`src/rtl/irqc_pkg.sv`:
```
package irqc_pkg;
  localparam int VEC_W  = 7;
  localparam int ADDR_W = 24;
  localparam int PRIO_W = 3;
  localparam int LVL_W  = 4;
  localparam logic [LVL_W-1:0] TRAP_LVL = 4'd8;

  typedef enum logic [1:0] {
    SEL_TABLE  = 2'd0,
    SEL_ENABLE = 2'd1,
    SEL_PRIO   = 2'd2,
    SEL_NONE   = 2'd3
  } cfgSel_e;

  typedef struct packed {
    logic              tableWe;
    logic              enWe;
    logic              prioWe;
    logic              ackClr;
    logic [VEC_W-1:0]  cfgVec;
    logic [VEC_W-1:0]  ackVec;
    logic [ADDR_W-1:0] cfgData;
  } ctlStrobe_t;
endpackage

```
`src/rtl/irqc_ctrl.sv`:
```
module irqc_ctrl
  import irqc_pkg::*;
#(
  parameter int NUM_SRC  = 32,
  parameter int NUM_TRAP = 7
) (
  input  logic              clk,
  input  logic              rstN,
  input  logic              cfgWe,
  input  logic [1:0]        cfgSel,
  input  logic [VEC_W-1:0]  cfgIdx,
  input  logic [ADDR_W-1:0] cfgData,
  input  logic              cpuAck,
  input  logic              irqReq,
  input  logic [VEC_W-1:0]  irqVec,
  output ctlStrobe_t        ctl
);
  localparam int NUM_VEC = NUM_TRAP + NUM_SRC;
  localparam logic [VEC_W-1:0] VEC_LIMIT  = VEC_W'(NUM_VEC);
  localparam logic [VEC_W-1:0] FIRST_SRC  = VEC_W'(NUM_TRAP);

  cfgSel_e selKind;
  logic    inRange;
  logic    isSource;

  assign selKind  = cfgSel_e'(cfgSel);
  assign inRange  = cfgIdx < VEC_LIMIT;
  assign isSource = cfgIdx >= FIRST_SRC;

  always_comb begin
    ctl         = '0;
    ctl.cfgVec  = cfgIdx;
    ctl.cfgData = cfgData;
    ctl.ackVec  = irqVec;
    ctl.ackClr  = cpuAck && irqReq;
    if (cfgWe && inRange) begin
      unique case (selKind)
        SEL_TABLE:  ctl.tableWe = 1'b1;
        SEL_ENABLE: ctl.enWe    = isSource;
        SEL_PRIO:   ctl.prioWe  = isSource;
        default:    ;
      endcase
    end
  end


  cfg_strobe_chk: assert property (@(posedge clk) disable iff (!rstN)
    $onehot0({ctl.tableWe, ctl.enWe, ctl.prioWe}));
endmodule

```
`src/rtl/irqc_datapath.sv`:
```
module irqc_datapath
  import irqc_pkg::*;
#(
  parameter int NUM_SRC  = 32,
  parameter int NUM_TRAP = 7
) (
  input  logic                clk,
  input  logic                rstN,
  input  logic [NUM_SRC-1:0]  srcReq,
  input  logic [NUM_TRAP-1:0] trapReq,
  input  logic [PRIO_W-1:0]   cpuPrio,
  input  ctlStrobe_t          ctl,
  output logic                irqReq,
  output logic [VEC_W-1:0]    irqVec,
  output logic [ADDR_W-1:0]   irqAddr,
  output logic [LVL_W-1:0]    irqLevel
);
  localparam int NUM_VEC = NUM_TRAP + NUM_SRC;
  localparam logic [VEC_W-1:0] FIRST_SRC = VEC_W'(NUM_TRAP);

  logic [NUM_VEC-1:0]  reqIn;
  logic [NUM_VEC-1:0]  pend;
  logic [NUM_VEC-1:0]  pendNext;
  logic [NUM_SRC-1:0]  srcEn;
  logic [PRIO_W-1:0]   srcPrio [NUM_SRC];
  logic [ADDR_W-1:0]   vecTab  [NUM_VEC];

  logic                winHit;
  logic [VEC_W-1:0]    winVec;
  logic [ADDR_W-1:0]   winAddr;
  logic [LVL_W-1:0]    winLvl;

  assign reqIn = {srcReq, trapReq};

  // Pending flags: a new request outranks a same-edge acknowledge.
  for (genvar v = 0; v < NUM_VEC; v++) begin : g_pend
    localparam logic [VEC_W-1:0] VEC_ID = VEC_W'(v);
    logic clrHere;
    assign clrHere     = ctl.ackClr && (ctl.ackVec == VEC_ID);
    assign pendNext[v] = reqIn[v] | (pend[v] & ~clrHere);


    ack_clear_chk: assert property (@(posedge clk) disable iff (!rstN)
      (clrHere && !reqIn[v]) |=> !pend[v]);

    set_wins_chk: assert property (@(posedge clk) disable iff (!rstN)
      reqIn[v] |=> pend[v]);
  end

  // Two-level arbitration on the next pending state.
  always_comb begin
    logic             trapHit;
    logic             srcHit;
    logic [PRIO_W-1:0] bestPrio;
    logic [VEC_W-1:0]  trapVec;
    logic [VEC_W-1:0]  srcVec;
    logic [ADDR_W-1:0] trapAddr;
    logic [ADDR_W-1:0] srcAddr;
    trapHit  = 1'b0;
    srcHit   = 1'b0;
    bestPrio = '0;
    trapVec  = '0;
    srcVec   = '0;
    trapAddr = '0;
    srcAddr  = '0;
    for (int t = 0; t < NUM_TRAP; t++) begin
      if (!trapHit && pendNext[t]) begin
        trapHit  = 1'b1;
        trapVec  = VEC_W'(t);
        trapAddr = vecTab[t];
      end
    end
    for (int s = 0; s < NUM_SRC; s++) begin
      if (pendNext[NUM_TRAP+s] && srcEn[s] && (srcPrio[s] > cpuPrio)
          && (!srcHit || (srcPrio[s] > bestPrio))) begin
        srcHit   = 1'b1;
        bestPrio = srcPrio[s];
        srcVec   = VEC_W'(NUM_TRAP + s);
        srcAddr  = vecTab[NUM_TRAP+s];
      end
    end
    winHit  = trapHit | srcHit;
    winVec  = '0;
    winAddr = '0;
    winLvl  = '0;
    if (trapHit) begin
      winVec  = trapVec;
      winAddr = trapAddr;
      winLvl  = TRAP_LVL;
    end else if (srcHit) begin
      winVec  = srcVec;
      winAddr = srcAddr;
      winLvl  = {1'b0, bestPrio};
    end
  end

  always_ff @(posedge clk) begin
    if (!rstN) begin
      pend <= '0;
      srcEn <= '0;
      for (int s = 0; s < NUM_SRC; s++) srcPrio[s] <= '0;
      for (int v = 0; v < NUM_VEC; v++) vecTab[v] <= '0;
    end else begin
      pend <= pendNext;
      for (int s = 0; s < NUM_SRC; s++) begin
        if (ctl.enWe && ctl.cfgVec == VEC_W'(NUM_TRAP + s))
          srcEn[s] <= ctl.cfgData[0];
        if (ctl.prioWe && ctl.cfgVec == VEC_W'(NUM_TRAP + s))
          srcPrio[s] <= ctl.cfgData[PRIO_W-1:0];
      end
      for (int v = 0; v < NUM_VEC; v++) begin
        if (ctl.tableWe && ctl.cfgVec == VEC_W'(v))
          vecTab[v] <= ctl.cfgData;
      end
    end
  end

  always_ff @(posedge clk) begin
    if (!rstN) begin
      irqReq   <= 1'b0;
      irqVec   <= '0;
      irqAddr  <= '0;
      irqLevel <= '0;
    end else begin
      irqReq   <= winHit;
      irqVec   <= winVec;
      irqAddr  <= winAddr;
      irqLevel <= winLvl;
    end
  end


  idle_zero_chk: assert property (@(posedge clk) disable iff (!rstN)
    !irqReq |-> (irqVec == '0 && irqAddr == '0 && irqLevel == '0));

  above_cpu_chk: assert property (@(posedge clk) disable iff (!rstN)
    (irqReq && irqLevel != TRAP_LVL) |-> (irqLevel > {1'b0, $past(cpuPrio)}));

  trap_level_chk: assert property (@(posedge clk) disable iff (!rstN)
    irqReq |-> ((irqVec < FIRST_SRC) == (irqLevel == TRAP_LVL)));
endmodule

```
`src/rtl/irq_prio_ctrl.sv`:
```
module irq_prio_ctrl
  import irqc_pkg::*;
#(
  parameter int NUM_SRC  = 32,
  parameter int NUM_TRAP = 7
) (
  input  logic                clk,
  input  logic                rstN,
  input  logic [NUM_SRC-1:0]  srcReq,
  input  logic [NUM_TRAP-1:0] trapReq,
  input  logic [2:0]          cpuPrio,
  input  logic                cfgWe,
  input  logic [1:0]          cfgSel,
  input  logic [6:0]          cfgIdx,
  input  logic [23:0]         cfgData,
  input  logic                cpuAck,
  output logic                irqReq,
  output logic [6:0]          irqVec,
  output logic [23:0]         irqAddr,
  output logic [3:0]          irqLevel
);
  ctlStrobe_t ctl;

  irqc_ctrl #(.NUM_SRC(NUM_SRC), .NUM_TRAP(NUM_TRAP)) ctrl_i (
    .clk(clk), .rstN(rstN), .cfgWe(cfgWe), .cfgSel(cfgSel),
    .cfgIdx(cfgIdx), .cfgData(cfgData), .cpuAck(cpuAck),
    .irqReq(irqReq), .irqVec(irqVec), .ctl(ctl)
  );

  irqc_datapath #(.NUM_SRC(NUM_SRC), .NUM_TRAP(NUM_TRAP)) dp_i (
    .clk(clk), .rstN(rstN), .srcReq(srcReq), .trapReq(trapReq),
    .cpuPrio(cpuPrio), .ctl(ctl), .irqReq(irqReq), .irqVec(irqVec),
    .irqAddr(irqAddr), .irqLevel(irqLevel)
  );
endmodule

```
`config.mk`:
```
export PLATFORM = sky130hd
export DESIGN_NAME = irq_prio_ctrl
export DESIGN_NICKNAME = d
export VERILOG_FILES = /design/src/rtl/irqc_pkg.sv /design/src/rtl/irqc_ctrl.sv /design/src/rtl/irqc_datapath.sv /design/src/rtl/irq_prio_ctrl.sv
export SDC_FILE = /design/constraint.sdc
export NUM_CORES = 2
export LEC_CHECK = 0
export BUFFER_PORTS_ARGS = -buffer_cell sky130_fd_sc_hd__buf_2
export CORE_MARGIN = 1.5
export CORE_UTILIZATION = 30
export CTS_CLUSTER_DIAMETER = 50
export DETAILED_ROUTE_END_ITERATION = 7
export PLACE_DENSITY = 0.56
export SLEW_MARGIN = 0
export SYNTH_ARGS = -nofsm -noshare
export SYNTH_HDL_FRONTEND = slang
export SYNTH_SLANG_ARGS = --single-unit
```
`constraint.sdc`:
```
create_clock -name clk -period 99.8 [get_ports clk]
set_clock_uncertainty 0.15 [all_clocks]
set_input_delay 4.99 -clock clk [delete_from_list [all_inputs] [get_ports clk]]
set_output_delay 4.99 -clock clk [all_outputs]
set_load 0.01 [all_outputs]
```
After elaboration in Yosys (flattened, before gate mapping)
Memories as Yosys holds them, arrays and structs flattened. Cells that the tools add are included.

Flip-flop bits (word level): 107. Bits in latches: 0. Bits in writable memories: 1032. Bits in read-only memories: 0. Input bits: 79. Output and inout bits: 36. Memories kept: 2.

$add $sub $neg: 0. Multipliers: 0. Divide/modulo/power cells: 0. Magnitude comparators: 65. Equality and inequality tests: 78. Shift operators: 0. Multiplexer cells: 443. Bitwise gates (word level): 191. Reductions and logical operators: 317.

Memory list: dp_i.vecTab (depth 39, bits a word 24, read ports 39, clocked after memory_dff 0, wr ports 39, line irqc_datapath.sv:26) `logic [ADDR_W-1:0] vecTab [NUM_VEC];`; dp_i.srcPrio (depth 32, bits a word 3, read ports 32, clocked after memory_dff 0, wr ports 32, line irqc_datapath.sv:25) `logic [PRIO_W-1:0] srcPrio [NUM_SRC];`.

Operator list (count): $mux 24 (80); $mux 1 (257); $logic_and 1x1->1 (245); $eq 7x5->1 const B (32); $mux 3 (70); $gt 3x3->1 (63); $eq 7x4->1 const B (16); $or 1x1->1 (111); $eq 7x6->1 const B (14); $mux 5 (16); $eq 7x3->1 const B (8); $mux 6 (8); $not 1->1 (41); $and 1x1->1 (39); $logic_not 1->1 (37); $mux 4 (9); $logic_or 1x1->1 (31); $eq 7x2->1 const B (4); $eq 7x1->1 const B (2); $logic_not 7->1 (2); $ge 7x3->1 const B (1); $lt 7x6->1 const B (1); $mux 7 (1); $mux 2 (2); 4 further kinds (4).

Depth between registers and ports, before layout
Depth after elaboration: 134. Gate-level depth with buffers: 341. Gate-level depth less buffers: 298.

By module
From an unflattened synthesis, not the netlist that was laid out.

Cell total of the unflattened synthesis: 5305. Area, all modules: 55250.5 µm².

By module, submodules not included: irqc_datapath (instances 1, cells an instance 5256, area each 54872.6 µm², sequential area each 33111.8 µm²); irqc_ctrl (instances 1, cells an instance 49, area each 377.9 µm², sequential area each 0.0 µm²).

Worst setup path after synthesis
Ideal clock, no wire load.

Kind: input -> register. From: input cpuPrio[2]. To: register dp_i.irqAddr[14]. Setup time: 125 ps. Data arrival time: 59590 ps. Data required time: 99525 ps. Setup slack: 39935 ps. Cell stages on the path: 305. Path buffers: 55. Cells stage by stage: inv_1 ha_1 nand3_1 o31ai_1 a211oi_4 clkbuf_1 clkbuf_1 buf_1 nand2_1 ha_1 nor2b_1 o21a_1 o21ai_1 a21oi_1 a22o_1 inv_1 ha_1 a211oi_1 (+269 left out) nand2_1 nor2_1 buf_2 nand2_1 o21ai_0 ha_1 a21o_1 a21oi_1 a31oi_1 or2_2 buf_2 nand2_1 buf_2 nor2_4 a221oi_1 a21oi_1 o311ai_0 nand2_1.

Cells in the longest elaborated chain, start to end: 129.

RTL lines: from (decl) (line irq_prio_ctrl.sv:11) `input logic [2:0] cpuPrio,`; $gt 3x3->1 (line irqc_datapath.sv:74) `if (pendNext[NUM_TRAP+s] && srcEn[s] && (srcPrio[s] > cpuPrio)`; $logic_and 1x1->1 (line irqc_datapath.sv:74); $mux 3 / $mux 1 (equally long branches) (line irqc_datapath.sv:74); $gt 3x3->1 / $logic_not 1->1 (equally long branches) (line irqc_datapath.sv:75) `&& (!srcHit || (srcPrio[s] > bestPrio))) begin`; $logic_or 1x1->1 (line irqc_datapath.sv:75); $logic_and 1x1->1 (line irqc_datapath.sv:75); $mux 3 / $mux 1 (equally long branches) (line irqc_datapath.sv:74); $gt 3x3->1 / $logic_not 1->1 (equally long branches) (line irqc_datapath.sv:75); (+113 left out); $logic_and 1x1->1 (line irqc_datapath.sv:75); $mux 3 / $mux 1 (equally long branches) (line irqc_datapath.sv:74); $gt 3x3->1 / $logic_not 1->1 (equally long branches) (line irqc_datapath.sv:75); $logic_or 1x1->1 (line irqc_datapath.sv:75); $logic_and 1x1->1 (line irqc_datapath.sv:75); $mux 24 / $mux 1 (equally long branches) (line irqc_datapath.sv:74); $mux 24 * (line irqc_datapath.sv:90) `end else if (srcHit) begin`; $mux 24 * (line irqc_datapath.sv:86) `if (trapHit) begin`; to (signal assigned) (line irqc_datapath.sv:127) `irqAddr <= winAddr;`; to (decl) (line irqc_datapath.sv:15) `output logic [ADDR_W-1:0] irqAddr,`.

Every way passes the cells marked *; elsewhere a longest branch is shown, timed or not. A chain may end at the register's enable or synchronous reset.

Final worst setup path
From: input cpuPrio[0]. To: register dp_i.irqAddr[21].

Same word-level chain as after synthesis.

==> flow_summary_export.csv <==
group,metric,value,unit
route,via_count,42190,
finish,fin_area,0.06189,sq mm
synth,synth_common_cells,"1192 x nor2_1, 1032 x edfxtp_1, 507 x nand2_1",
job,cap_viol_max_count,0,
critical_path,cp_common_cell,"a21oi_1",
finish,fin_cells,7669,
status,run_status,"finished clean",
critical_path,critPathMaxStageDelay,0.84,ns
synth,yosysSeqAreaShare,0.6050,
placement,dp.cells,7443,
critical_path,worstPathArrival,68.49,ns
route,drtIter0Drc,5122,
power,sequentialPowerShare,0.521,
synth,synth_edf_count,1032,
global_routing,gr-total-overflow,0,
global_routing,antenna_found_initial,5,
power,finalPower,1.068,mW
route,drtAntennaViolNets,0,
synth,synth-seq-cells,1138,
floorplanning,io_pins,115,
floorplanning,rows,156,
synth,avgSynthCellArea,10.51,sq um
finish,fin_util,0.3421,
synth,async_flop_share,0,
clocking,cts_buffers,119,
synth,synth_top_family_by_area,"simple AND/OR/NAND/NOR gates",
critical_path,crit_path_end_kind,"flop",
min_path,min_path_type,"flop to flop",
sta,worst_pin_slew,1.276,ns
placement,placed_cell_area,0.05798,sq mm
critical_path,cpMaxStageDelayCell,"nor2_1",
clocking,cts-root-buf,"clkbuf_16",
synth,ys_warn_count,0,
route,wl_per_cell,24.79,um
route,drc_errors,0,
power,power_density,17.26,mW/mm^2
global_routing,grt_pass1_wl,276500,um
sta,final-hold-violation-count,0,
synth,synthFlopType,"edfxtp_1",
synth,yosysMostFrequentCell,"nor2_1",
critical_path,cp_max_fo,60,
sta,setup_tns,0,ns
sta,fmax,14.71,MHz
synth,syn_nets,5454,
critical_path,worstSetupPathType,"input pin to flop",
sta,setup_viol_count_final,0,
global_routing,grt_max_degree,61,
placement,io_buffers,113,
finish,drive_above_1_share,0.09970,
clocking,holdBufCountCts,0,
clocking,cts_sinks,1138,
power,p_comb_frac,0.057,
route,viasPerCell,5.501,
sta,relSlewSlack,0.1470,
clocking,clk_pin_slew,0.06,ns
synth,synth_top_cell_by_area,"edfxtp_1",
synth,synthesis.instances,5209,
clocking,clockBufferDepth,3,
synth,synth_top_area_frac,0.5663,
sta,rsz0062_at_grt,"false",
clocking,htreeDepth,3,
placement,post-dp-hpwl,128500,um
sta,drv_slew,0,
floorplanning,dieArea,0.1850,sq mm
floorplanning,die_h,430.1,um
sta,period_share,0.6813,
placement,place_congestion,0.8924,
synth,synthMuxAreaShare,0.003361,
power,vdd_drop_max,0.00001294,V
synth,yosys.area_share.simple,0.1687,
synth,yosys-top-cells-area,"edfxtp_1 57%, nor2_1 8.2%, dfxtp_1 3.9%, ha_1 3.8%, nand2_1 3.5%",
clocking,cts_setup_buffers,0,
global_routing,gr-usage-all-layers,0.2006,
finish,nFillCells,17920,
synth,synth_xor_xnor_area_share,0.0001600,
finish,nets,5439,
power,internal_power,0.8127,mW
floorplanning,core,0.1809,sq mm
power,netSwitchingPower,0.2554,mW
route,routed_wirelength,190100,um
critical_path,required,100.30,ns
global_routing,grt_pass1_vias,39600,
clocking,ctsResizeCount,0,
clocking,cts_tree,"done",
synth,synthesis.area,0.05473,sq mm
floorplanning,die_w,430.1,um
finish,areaGrowthSynthToFinish,13.10,%
floorplanning,initial_core_util,0.3025,
power,cellLeakagePower,21.44,nW
sta,fin_crit,67.99,ns
route,dr.pass1.iters,6,
synth,synth_cell_types,107,
power,p_sw_frac,0.2391,
power,clkPwrFrac,0.422,
synth,synthAdderAreaFrac,0.03887,
clocking,worstSkewPairLatency,0.77,ns
synth,synth_compound_area_frac,0.1457,
critical_path,worstSetupStartpointType,"input pin",
per-layer routing:
layer | track usage | routed length (um)
met5 | 0 | 40
met1 | 0.2820 | 81390
met4 | 0.05726 | 5137
met3 | 0.03314 | 16810
met2 | 0.3173 | 86760
stage by stage:
step / setup slack (ns) / hold WS (ns)
floorplan: 39.94 / 0.2751
global placement: 33.99 / 0.3054
detailed placement: 31.90 / 0.3063
CTS: 32.46 / 0.3153
global route: 26.42 / 0.3399
finish: 31.81 / 0.3151
kinds of logic (layout without fill, tap and decap cells):
| kind of cell | after synthesis | count (layout) |
|---|---|---|
| other | 1 | 4 |
| and+or+nand+nor | 2176 | 2176 |
| xor gates and xnor gates | 1 | 1 |
| muxes | 18 | 18 |
| AOI/OAI and AO/OA | 1164 | 1164 |
| DFF | 1138 | 1138 |
| adders and majority gates | 171 | 171 |
| buffers and inverters | 540 | 627 |
cell type report:
| class | instances | area (sq um) | area share |
|---|---|---|---|
| clock inverter | 71 | 675.6 | 0.01092 |
| tap | 2370 | 2965 | 0.04791 |
| multi-input combinational | 3531 | 19750 | 0.3191 |
| antenna | 3 | 7.507 | 0.0001213 |
| clock buffer | 152 | 3227 | 0.05213 |
| sequential | 1138 | 33110 | 0.5350 |
| inverter | 158 | 593.1 | 0.009582 |
| timing repair buffer | 246 | 1567 | 0.02531 |
power groups by stage:
| stage | Sequential [mW] | Combinational [mW] | Clock [mW] |
|---|---|---|---|
| 2_1_floorplan | 0.561 | 0.0330 | 0 |
| 3_3_place_gp | 0.566 | 0.0595 | 0 |
| 3_5_place_dp | 0.566 | 0.0608 | 0 |
| 4_1_cts | 0.556 | 0.0610 | 0.455 |
| 5_1_grt | 0.558 | 0.0662 | 0.472 |
| 6_report | 0.556 | 0.0613 | 0.450 |
final timing paths:
kind / from / to / slack [ns] / cells after the start
setup / recovery: cpuPrio[0] / dp_i.irqAddr[21] / 31.81 / 295
hold / removal: dp_i.srcEn[20] / dp_i.srcEn[20] / 0.32 / 2
setup reg to reg: dp_i.irqVec[3] / dp_i.irqAddr[21] / 36.05 / 292
hold reg to reg: dp_i.srcEn[20] / dp_i.srcEn[20] / 0.32 / 2
placed cells by master, fill, tap and decap left out, types with 19 or more instances in the layout:
master     instances
a311oi_1          37
nor2_1          1188
nor2b_1           38
ha_1             166
o21a_1            30
dfxtp_1          106
inv_1            155
nand2_2           23
edfxtp_1        1032
nand4_1           28
buf_2            112
a211oi_1          48
buf_4            134
or3_1             27
a22oi_1           36
nor3_1           112
o21ai_0          222
nand2_1          482
and2_1            26
clkbuf_1          25
a21o_1            31
o22ai_1           23
clkinv_1          28
a221oi_1          62
a31oi_1           31
a311o_1           22
and3_1            40
a221o_1           35
nand3_1          130
o221ai_1          27
o21ai_1           19
a21oi_1          279
clkbuf_16        123
o211ai_1         101
registers in the layout (all words and copies together), names as in the netlist:
register and flops:
dp_i.srcEn 32, dp_i.pend 39, dp_i.irqAddr 24, dp_i.srcPrio 96
dp_i.irqLevel 4, dp_i.vecTab 936, dp_i.irqReq 1, dp_i.irqVec 6
worst max-delay path, delay by kind of cell:
family                     cells  cell delay (ns)
and+or+nand+nor               76            16.82
buffers and inverters         45             9.43
adders and majority gates     35             9.54
AOI/OAI and AO/OA            133            25.68
muxes                          6             1.85
Power figures use the tool's default switching activity.
